--- config.mk ---
export PLATFORM = sky130hd
export DESIGN_NAME = tsu_top
export DESIGN_NICKNAME = d
export VERILOG_FILES = /design/src/rtl/tsu_pkg.sv /design/src/rtl/tsu_fifo.sv /design/src/rtl/tsu_tables.sv /design/src/rtl/tsu_engine.sv /design/src/rtl/tsu_top.sv
export SDC_FILE = /design/constraint.sdc
export NUM_CORES = 2
export LEC_CHECK = 0
export BUFFER_PORTS_ARGS = -buffer_cell sky130_fd_sc_hd__buf_2
export CAP_MARGIN = 20
export CORE_AREA = 2 2 341 343
export CTS_CLUSTER_SIZE = 28
export DETAILED_ROUTE_END_ITERATION = 10
export DIE_AREA = 0 0 343 345
export HOLD_SLACK_MARGIN = 0.15
export MAX_ROUTING_LAYER = met4
export PLACE_DENSITY = 0.76
export SLEW_MARGIN = 10
export SYNTH_ARGS = -nofsm -noshare
export SYNTH_HDL_FRONTEND = slang
export SYNTH_SLANG_ARGS = --single-unit
--- constraint.sdc ---
create_clock -name clk -period 7.4 [get_ports clk]
set_input_delay 0 -clock clk [delete_from_list [all_inputs] [get_ports clk]]
set_output_delay 0 -clock clk [all_outputs]
set_load 0.05 [all_outputs]
--- src/rtl/tsu_pkg.sv ---
package tsu_pkg;
    typedef enum logic [1:0] {
        ST_IDLE,
        ST_CONS,
        ST_DEC,
        ST_EMIT
    } tsu_state_e;
endpackage

--- src/rtl/tsu_fifo.sv ---
module tsu_fifo #(
    parameter int W     = 8,
    parameter int DEPTH = 4
) (
    input  logic         clk,
    input  logic         rst_n,
    input  logic         in_valid,
    output logic         in_ready,
    input  logic [W-1:0] in_data,
    output logic         out_valid,
    input  logic         out_ready,
    output logic [W-1:0] out_data
);
    localparam int AW = (DEPTH > 1) ? $clog2(DEPTH) : 1;
    localparam int CW = $clog2(DEPTH + 1);

    logic [W-1:0]  mem [DEPTH];
    logic [AW-1:0] wr_q, rd_q;
    logic [CW-1:0] cnt_q;
    logic          do_push, do_pop;

    assign in_ready  = (cnt_q != CW'(DEPTH));
    assign out_valid = (cnt_q != '0);
    assign out_data  = mem[rd_q];
    assign do_push   = in_valid && in_ready;
    assign do_pop    = out_valid && out_ready;

    always_ff @(posedge clk) begin
        if (!rst_n) begin
            wr_q  <= '0;
            rd_q  <= '0;
            cnt_q <= '0;
        end else begin
            if (do_push) begin
                mem[wr_q] <= in_data;
                wr_q <= (wr_q == AW'(DEPTH - 1)) ? '0 : wr_q + 1'b1;
            end
            if (do_pop) begin
                rd_q <= (rd_q == AW'(DEPTH - 1)) ? '0 : rd_q + 1'b1;
            end
            if (do_push && !do_pop) begin
                cnt_q <= cnt_q + 1'b1;
            end else if (do_pop && !do_push) begin
                cnt_q <= cnt_q - 1'b1;
            end
        end
    end

    // occupancy never exceeds depth
    p_fifo_bound_r9: assert property (@(posedge clk) disable iff (!rst_n)
        cnt_q <= CW'(DEPTH));

    // an offered head entry is held until taken
    p_fifo_hold_r9: assert property (@(posedge clk) disable iff (!rst_n)
        (out_valid && !out_ready) |=> (out_valid && $stable(out_data)));
endmodule

--- src/rtl/tsu_tables.sv ---
module tsu_tables #(
    parameter int TID_W = 4,
    parameter int IDX_W = 3,
    parameter int PTR_W = 16,
    parameter int CNT_W = 4
) (
    input  logic             clk,
    input  logic             rst_n,
    input  logic             cfg_gm_we,
    input  logic [TID_W-1:0] cfg_gm_thread,
    input  logic [PTR_W-1:0] cfg_gm_ifp,
    input  logic [PTR_W-1:0] cfg_gm_dfp,
    input  logic [TID_W-1:0] cfg_gm_con0,
    input  logic [TID_W-1:0] cfg_gm_con1,
    input  logic             cfg_sm_we,
    input  logic [TID_W-1:0] cfg_sm_thread,
    input  logic [IDX_W-1:0] cfg_sm_index,
    input  logic [CNT_W-1:0] cfg_sm_count,
    input  logic [TID_W-1:0] prod_thread,
    output logic [TID_W-1:0] prod_con0,
    output logic [TID_W-1:0] prod_con1,
    input  logic [TID_W-1:0] cons_thread,
    output logic [PTR_W-1:0] cons_ifp,
    output logic [PTR_W-1:0] cons_dfp,
    input  logic [IDX_W-1:0] cnt_index,
    output logic [CNT_W-1:0] cnt_rdata,
    input  logic             cnt_we,
    input  logic [CNT_W-1:0] cnt_wdata
);
    localparam int NT = 1 << TID_W;
    localparam int NI = 1 << IDX_W;

    logic [PTR_W-1:0] ifp_q  [NT];
    logic [PTR_W-1:0] dfp_q  [NT];
    logic [TID_W-1:0] con0_q [NT];
    logic [TID_W-1:0] con1_q [NT];
    logic [CNT_W-1:0] cnt_q  [NT][NI];

    assign prod_con0 = con0_q[prod_thread];
    assign prod_con1 = con1_q[prod_thread];
    assign cons_ifp  = ifp_q[cons_thread];
    assign cons_dfp  = dfp_q[cons_thread];
    assign cnt_rdata = cnt_q[cons_thread][cnt_index];

    always_ff @(posedge clk) begin
        if (!rst_n) begin
            for (int t = 0; t < NT; t++) begin
                ifp_q[t]  <= '0;
                dfp_q[t]  <= '0;
                con0_q[t] <= '0;
                con1_q[t] <= '0;
            end
        end else if (cfg_gm_we) begin
            ifp_q[cfg_gm_thread]  <= cfg_gm_ifp;
            dfp_q[cfg_gm_thread]  <= cfg_gm_dfp;
            con0_q[cfg_gm_thread] <= cfg_gm_con0;
            con1_q[cfg_gm_thread] <= cfg_gm_con1;
        end
    end

    always_ff @(posedge clk) begin
        if (!rst_n) begin
            for (int t = 0; t < NT; t++) begin
                for (int i = 0; i < NI; i++) begin
                    cnt_q[t][i] <= '0;
                end
            end
        end else if (cnt_we) begin
            cnt_q[cons_thread][cnt_index] <= cnt_wdata;
        end else if (cfg_sm_we) begin
            cnt_q[cfg_sm_thread][cfg_sm_index] <= cfg_sm_count;
        end
    end
endmodule

--- src/rtl/tsu_engine.sv ---
module tsu_engine
    import tsu_pkg::*;
#(
    parameter int TID_W = 4,
    parameter int IDX_W = 3,
    parameter int CNT_W = 4
) (
    input  logic             clk,
    input  logic             rst_n,
    input  logic             ack_valid,
    output logic             ack_pop,
    input  logic [TID_W-1:0] ack_thread,
    input  logic [IDX_W-1:0] ack_index,
    output logic [TID_W-1:0] prod_thread,
    input  logic [TID_W-1:0] prod_con0,
    input  logic [TID_W-1:0] prod_con1,
    output logic [TID_W-1:0] cons_thread,
    output logic [IDX_W-1:0] cur_index,
    input  logic [CNT_W-1:0] cnt_rdata,
    output logic             cnt_we,
    output logic [CNT_W-1:0] cnt_wdata,
    output logic             emit_valid,
    input  logic             emit_ready,
    output logic             err_zero_dec
);
    localparam logic [TID_W-1:0] NULL_TID = '0;

    tsu_state_e       state_q, state_d;
    logic [TID_W-1:0] a_thr_q, c_thr_q;
    logic [IDX_W-1:0] a_idx_q;
    logic             slot_q;
    logic             err_q;
    logic [TID_W-1:0] pick;
    tsu_state_e       after_slot;

    assign pick         = slot_q ? prod_con1 : prod_con0;
    assign after_slot   = slot_q ? ST_IDLE : ST_CONS;
    assign prod_thread  = a_thr_q;
    assign cons_thread  = c_thr_q;
    assign cur_index    = a_idx_q;
    assign err_zero_dec = err_q;

    // state register
    always_ff @(posedge clk) begin
        if (!rst_n) state_q <= ST_IDLE;
        else        state_q <= state_d;
    end

    // next state and outputs
    always_comb begin
        state_d    = state_q;
        ack_pop    = 1'b0;
        cnt_we     = 1'b0;
        cnt_wdata  = cnt_rdata - 1'b1;
        emit_valid = 1'b0;
        unique case (state_q)
            ST_IDLE: begin
                if (ack_valid) begin
                    ack_pop = 1'b1;
                    state_d = ST_CONS;
                end
            end
            ST_CONS: begin
                state_d = (pick == NULL_TID) ? after_slot : ST_DEC;
            end
            ST_DEC: begin
                if (cnt_rdata == '0) begin
                    state_d = after_slot;
                end else begin
                    cnt_we  = 1'b1;
                    state_d = (cnt_rdata == CNT_W'(1)) ? ST_EMIT : after_slot;
                end
            end
            ST_EMIT: begin
                emit_valid = 1'b1;
                if (emit_ready) state_d = after_slot;
            end
            default: state_d = ST_IDLE;
        endcase
    end

    // working registers
    always_ff @(posedge clk) begin
        if (!rst_n) begin
            a_thr_q <= '0;
            a_idx_q <= '0;
            c_thr_q <= '0;
            slot_q  <= 1'b0;
            err_q   <= 1'b0;
        end else begin
            if (state_q == ST_IDLE && ack_valid) begin
                a_thr_q <= ack_thread;
                a_idx_q <= ack_index;
                slot_q  <= 1'b0;
            end
            if (state_q != ST_IDLE && state_d == ST_CONS) begin
                slot_q <= 1'b1;
            end
            if (state_q == ST_CONS && pick != NULL_TID) begin
                c_thr_q <= pick;
            end
            if (state_q == ST_DEC && cnt_rdata == '0) begin
                err_q <= 1'b1;
            end
        end
    end

    // a null consumer never reaches the count update
    p_null_skip_r4: assert property (@(posedge clk) disable iff (!rst_n)
        (state_q == ST_DEC) |-> (c_thr_q != NULL_TID));

    // a refused ready entry is held unchanged
    p_emit_hold_r6: assert property (@(posedge clk) disable iff (!rst_n)
        (state_q == ST_EMIT && !emit_ready) |=>
        (state_q == ST_EMIT && $stable(c_thr_q) && $stable(a_idx_q)));

    // the error flag is sticky
    p_err_sticky_r7: assert property (@(posedge clk) disable iff (!rst_n)
        err_q |=> err_q);
endmodule

--- src/rtl/tsu_top.sv ---
module tsu_top #(
    parameter int TID_W    = 4,
    parameter int IDX_W    = 3,
    parameter int PTR_W    = 16,
    parameter int CNT_W    = 4,
    parameter int ST_W     = 2,
    parameter int RQ_DEPTH = 8,
    parameter int AQ_DEPTH = 8
) (
    input  logic             clk,
    input  logic             rst_n,
    input  logic             cfg_gm_we,
    input  logic [TID_W-1:0] cfg_gm_thread,
    input  logic [PTR_W-1:0] cfg_gm_ifp,
    input  logic [PTR_W-1:0] cfg_gm_dfp,
    input  logic [TID_W-1:0] cfg_gm_con0,
    input  logic [TID_W-1:0] cfg_gm_con1,
    input  logic             cfg_sm_we,
    input  logic [TID_W-1:0] cfg_sm_thread,
    input  logic [IDX_W-1:0] cfg_sm_index,
    input  logic [CNT_W-1:0] cfg_sm_count,
    input  logic             aq_valid,
    output logic             aq_ready,
    input  logic [TID_W-1:0] aq_thread,
    input  logic [IDX_W-1:0] aq_index,
    input  logic [ST_W-1:0]  aq_status,
    output logic             rq_valid,
    input  logic             rq_ready,
    output logic [PTR_W-1:0] rq_ifp,
    output logic [PTR_W-1:0] rq_dfp,
    output logic [IDX_W-1:0] rq_index,
    output logic             err_zero_dec
);
    localparam int AQ_W = TID_W + IDX_W;
    localparam int RQ_W = 2 * PTR_W + IDX_W;

    logic             ack_valid, ack_pop;
    logic [AQ_W-1:0]  ack_word;
    logic [TID_W-1:0] prod_thread, prod_con0, prod_con1, cons_thread;
    logic [PTR_W-1:0] cons_ifp, cons_dfp;
    logic [IDX_W-1:0] cur_index;
    logic [CNT_W-1:0] cnt_rdata, cnt_wdata;
    logic             cnt_we, emit_valid, emit_ready;
    logic [RQ_W-1:0]  rq_word;

    tsu_fifo #(.W(AQ_W), .DEPTH(AQ_DEPTH)) u_ackq (
        .clk(clk), .rst_n(rst_n),
        .in_valid(aq_valid), .in_ready(aq_ready),
        .in_data({aq_thread, aq_index}),
        .out_valid(ack_valid), .out_ready(ack_pop), .out_data(ack_word)
    );

    tsu_tables #(.TID_W(TID_W), .IDX_W(IDX_W), .PTR_W(PTR_W), .CNT_W(CNT_W)) u_tables (
        .clk(clk), .rst_n(rst_n),
        .cfg_gm_we(cfg_gm_we), .cfg_gm_thread(cfg_gm_thread),
        .cfg_gm_ifp(cfg_gm_ifp), .cfg_gm_dfp(cfg_gm_dfp),
        .cfg_gm_con0(cfg_gm_con0), .cfg_gm_con1(cfg_gm_con1),
        .cfg_sm_we(cfg_sm_we), .cfg_sm_thread(cfg_sm_thread),
        .cfg_sm_index(cfg_sm_index), .cfg_sm_count(cfg_sm_count),
        .prod_thread(prod_thread), .prod_con0(prod_con0), .prod_con1(prod_con1),
        .cons_thread(cons_thread), .cons_ifp(cons_ifp), .cons_dfp(cons_dfp),
        .cnt_index(cur_index), .cnt_rdata(cnt_rdata),
        .cnt_we(cnt_we), .cnt_wdata(cnt_wdata)
    );

    tsu_engine #(.TID_W(TID_W), .IDX_W(IDX_W), .CNT_W(CNT_W)) u_engine (
        .clk(clk), .rst_n(rst_n),
        .ack_valid(ack_valid), .ack_pop(ack_pop),
        .ack_thread(ack_word[AQ_W-1:IDX_W]), .ack_index(ack_word[IDX_W-1:0]),
        .prod_thread(prod_thread), .prod_con0(prod_con0), .prod_con1(prod_con1),
        .cons_thread(cons_thread), .cur_index(cur_index),
        .cnt_rdata(cnt_rdata), .cnt_we(cnt_we), .cnt_wdata(cnt_wdata),
        .emit_valid(emit_valid), .emit_ready(emit_ready),
        .err_zero_dec(err_zero_dec)
    );

    tsu_fifo #(.W(RQ_W), .DEPTH(RQ_DEPTH)) u_readyq (
        .clk(clk), .rst_n(rst_n),
        .in_valid(emit_valid), .in_ready(emit_ready),
        .in_data({cons_ifp, cons_dfp, cur_index}),
        .out_valid(rq_valid), .out_ready(rq_ready), .out_data(rq_word)
    );

    assign rq_ifp   = rq_word[RQ_W-1 -: PTR_W];
    assign rq_dfp   = rq_word[IDX_W +: PTR_W];
    assign rq_index = rq_word[IDX_W-1:0];

    // status is accepted with the record but must be a defined value
    p_status_known_r8: assert property (@(posedge clk) disable iff (!rst_n)
        aq_valid |-> !$isunknown(aq_status));
endmodule

==> results by group <==
Synthesis
  – XOR/XNOR Fraction of Synth Area: 0.102%
  – Post-synth ARST share: 0%
  – Number of synthesized flops with an enable pin: about 1500
  – Post-synthesis sequential area ratio: 66.4%
  – Area of the mapped netlist: 68500 um^2
  – Synth area leader: edfxtp_1
  – Synth top area share: 65.2%
  – Synth Area in Adders: less than 1%
  – Mux contribution to synthesized area: 14.7%
  – Synth Area in Compound Gates: 2.94%
  – Gate Count Post-Synth: 4410
  – Library cells used by synthesis: 71
  – Syn_area_per_cell: 15.5 um^2
  – Net Count, Synth: roughly 4500
  – Synth cell count leaders: edfxtp_1, and2_1, nor3_1, mux4_2, clkbuf_1
  – Simple-gate share of the synthesized area: 12.6%
  – Most frequent cell after synthesis: edfxtp_1
  – Largest family of logic cells by synthesized area: multiplexers
  – FF+latch count, synth: 1530
  – Largest cells by area after synthesis: edfxtp_1, mux4_2, and2_1
  – Ys Warns: 0
  – Post-synth top flop: edfxtp_1

Die
  – # IOs: around 110
  – Core outline area: 115000 um^2
  – Initial Utilization: just under 60%
  – Die Height: 345 um
  – Row count: between 100 and 150
  – Die area: 118000 um^2
  – Die width: 343 um

Clocking
  – Maximum clock insertion buffer count: 3
  – CTS Root Cell: clkbuf_16
  – Post_cts resized: 0
  – Clock sinks: 1530
  – Clock-pin slew on the worst setup and hold paths: 0.06 ns
  – Total CTS buffers: 153
  – H-tree depth: 4
  – Worst-Skew Late Latency: 0.77 ns
  – CTS tree: done

Pwr
  – Cell internal pwr: between 15 and 20 mW
  – Power density over the cells: ~360 nW/um^2
  – Pwr Total: between 20 and 30 mW
  – Part of the power in registers: about two fifths
  – VDD IR-drop max: 1.13 mV
  – Clock share of power: 28.0%
  – Sw frac: 36.9%
  – Comb pwr share: approximately 33%
  – Leakage Power: around 25 nW
  – P_sw: 10.1 mW

Placed design
  – DP Area: 70900 um^2
  – Gp weighted congestion: 0.977
  – Place WS: about 1.2 ns
  – Detailed Place HPWL: 106000 um
  – Port Buffers: 105

Worst setup path
  – Max stage delay on crit path: 0.86 ns
  – Crit path kind: register to register
  – FF-to-FF setup slack: 0.86 ns
  – Worst path bufs/invs: 4
  – R2r endpoint: u_tables.cnt_q[3][6]
  – CP most frequent cell: buf_4
  – Worst Path Required: 7.92 ns
  – Crit-path cells: buf_4, mux4_2, nand3_1, o2111ai_1, o21ai_0, nor4bb_1, and2_1, ha_1, nand3_1, o21ai_4, buf_4, mux2i_4, buf_4, a21o_1, nor2_1, dlygate4sd3_1
  – Worst Reg-to-Reg Cells: 16
  – CP Launch Type: register
  – Critical path arrival: 7.06 ns
  – Worst-path fanout max: 48
  – CP delay by family, top: buffers and inverters
  – Critical-path top delay cell: dfxtp_4
  – Crit. End Element: register

Finish
  – Final core utilization: 66.6%
  – Syn-to-layout area delta: 11.8%
  – Layout cells sized above 1: 21.5%
  – Final net count: about 4500
  – Post-route cell area: 76600 um^2

Timing
  – Worst Skew: 0.0218 ns
  – Tmin final: around 6.5 ns
  – Peak Freq: 0.153 GHz
  – Relative slew slack: 27.5%
  – RSZ-0062 raised after global routing: no
  – Setup Viol. Count Final: 0
  – Period utilization: 88.4%
  – Fin. Hold Viols: 0
  – Worst-margin pin slew: 1.09 ns
  – Slew Viols, Final: 0
  – Setup ws final: 0.856 ns
  – Setup TNS: 0 ns

Hold path
  – Worst Hold Depth: 5
  – Hold path startpoint: aq_valid
  – Hold EP: u_ackq.wr_q[1]
  – Worst min path class: primary input to register

Global route
  – Gr ovfl total: 0
  – Vias in the first global route: 41000
  – Total global-route track usage: 31.9%
  – Largest net degree at the start of global routing: 89
  – Initial antenna violation count: 8
  – First-pass GRT wire length: ~270000 um

Run
  – Max_cap viols: 0

Detailed routing
  – DRC: 0
  – DR iter-0 viols: 6087
  – WL final: 183000 um
  – Detailed-route vias per instance: between 6 and 7
  – Total number of vias: 41200
  – Avg WL per Cell: between 20 and 30 um
  – 1st-pass router iterations: 6
  – Antenna Violating Nets Remaining: 0

Status
  – Status: complete, no violations
## sequential cells by signal, indices dropped and copies added, names as in the netlist, named ones only
| signal | count |
|---|---|
| u_engine.slot_q | 1 |
| u_tables.con1_q | 64 |
| u_tables.cnt_q | 512 |
| u_tables.con0_q | 64 |
| u_engine.cur_index | 3 |
| u_engine.err_zero_dec | 1 |
| u_engine.prod_thread | 4 |
| u_readyq.mem | 280 |
| u_readyq.wr_q | 3 |
| u_ackq.rd_q | 3 |
| u_readyq.cnt_q | 4 |
| u_ackq.cnt_q | 4 |
| u_ackq.mem | 56 |
| u_engine.state_q | 2 |
| u_tables.ifp_q | 256 |
| u_readyq.rd_q | 3 |
| u_tables.dfp_q | 256 |
| u_ackq.wr_q | 3 |
| u_engine.cons_thread | 4 |
## area by class of cell
type / instances / area, um^2
Multi-Input combinational cell: 2428 / 21600
Fill cell: 7714 / 38500
Clock inverter: 104 / 967
Tap cell: 1524 / 1910
Inverter: 13 / 50.0
Antenna cell: 8 / 20.0
Sequential cell: 1530 / 45500
Clock buffer: 180 / 3970
Timing Repair Buffer: 321 / 2520
## power by group through the flow
| stage | clock, mW | combinational [mW] | sequential, mW |
|---|---|---|---|
| after global routing | 8.05 | 9.27 | 10.7 |
| after floorplan | 0 | 5.85 | 10.6 |
| after global placement | 0 | 8.62 | 10.9 |
| after detailed placement | 0 | 8.71 | 10.9 |
| final | 7.69 | 9.04 | 10.7 |
| after CTS | 7.73 | 8.78 | 10.7 |
## metal layers
| metal | global-route usage [%] | share of wire, % |
|---|---|---|
| met1 | 42.6 | 37 |
| met2 | 48.8 | 48 |
| met3 | 6.28 | 11 |
| met4 | 12.7 | 4.1 |
| met5 | - | 0 |
## kinds of logic (layout without fill, tap and decap cells)
family | Yosys count | count (layout)
mux | 571 | 571
buf+inv | 452 | 618
simple gates | 1523 | 1523
compound gates | 307 | 307
xor+xnor | 8 | 8
fa+ha+maj | 19 | 19
other cells | 0 | 8
flops | 1530 | 1530
## worst register-to-register path: stages, from the launching register on
cell	delay, ns
dfxtp_4	0.86
buf_4	0.47
mux4_2	0.58
nand3_1	0.11
o2111ai_1	0.22
o21ai_0	0.16
nor4bb_1	0.48
and2_1	0.36
ha_1	0.30
nand3_1	0.14
o21ai_4	0.20
buf_4	0.54
mux2i_4	0.60
buf_4	0.43
a21o_1	0.23
nor2_1	0.06
dlygate4sd3_1	0.57
## timing repair
item,4_1_cts,5_1_grt
hold buffers,70,0
endpoints found under the hold margin,1146,0
setup endpoints to repair,0,0
buffers inserted,0,0
## worst max path at each step
stage	to	startpoint	slack, ns	depth (start not counted)
global placement	u_tables.cnt_q[12][16]	register	1.27	15
finish	u_tables.cnt_q[3][6]	register	0.86	16
CTS	u_tables.cnt_q[3][6]	register	1.04	16
floorplan	u_tables.con0_q[13][0]	rst_n	3.24	4
global route	u_tables.cnt_q[3][6]	register	0.76	17
detailed placement	u_tables.cnt_q[12][16]	register	1.18	15
## stage by stage
step	hold slack, ns	std cells
after CTS	0.155	6099
final	0.190	6108
after detailed placement	0.283	5745
after floorplan	0.0989	4410
after global placement	0.272	5745
after global routing	0.205	6105
## placed cells by master, fill, tap and decap left out, types with 12 or more instances in the layout
cell type	count
nand2b_1	18
nor2_1	119
nand3_1	42
clkbuf_16	154
o21ai_4	13
buf_12	15
nor2b_1	21
mux2i_1	167
buf_2	104
mux4_2	342
clkbuf_1	24
clkinv_2	29
clkinv_1	35
nor2_4	18
mux2_2	44
dlygate4sd3_1	70
nand4_1	21
bufinv_16	13
and2_1	650
a21oi_1	15
ha_1	17
a22oi_1	49
o21ai_0	136
nor3_1	393
dfxtp_1	35
nand2_1	82
nor4_1	76
clkinvlp_4	13
a21boi_0	12
nor4_2	26
edfxtp_1	1488
buf_4	130
No activity file was read; power rests on OpenSTA's default activity.
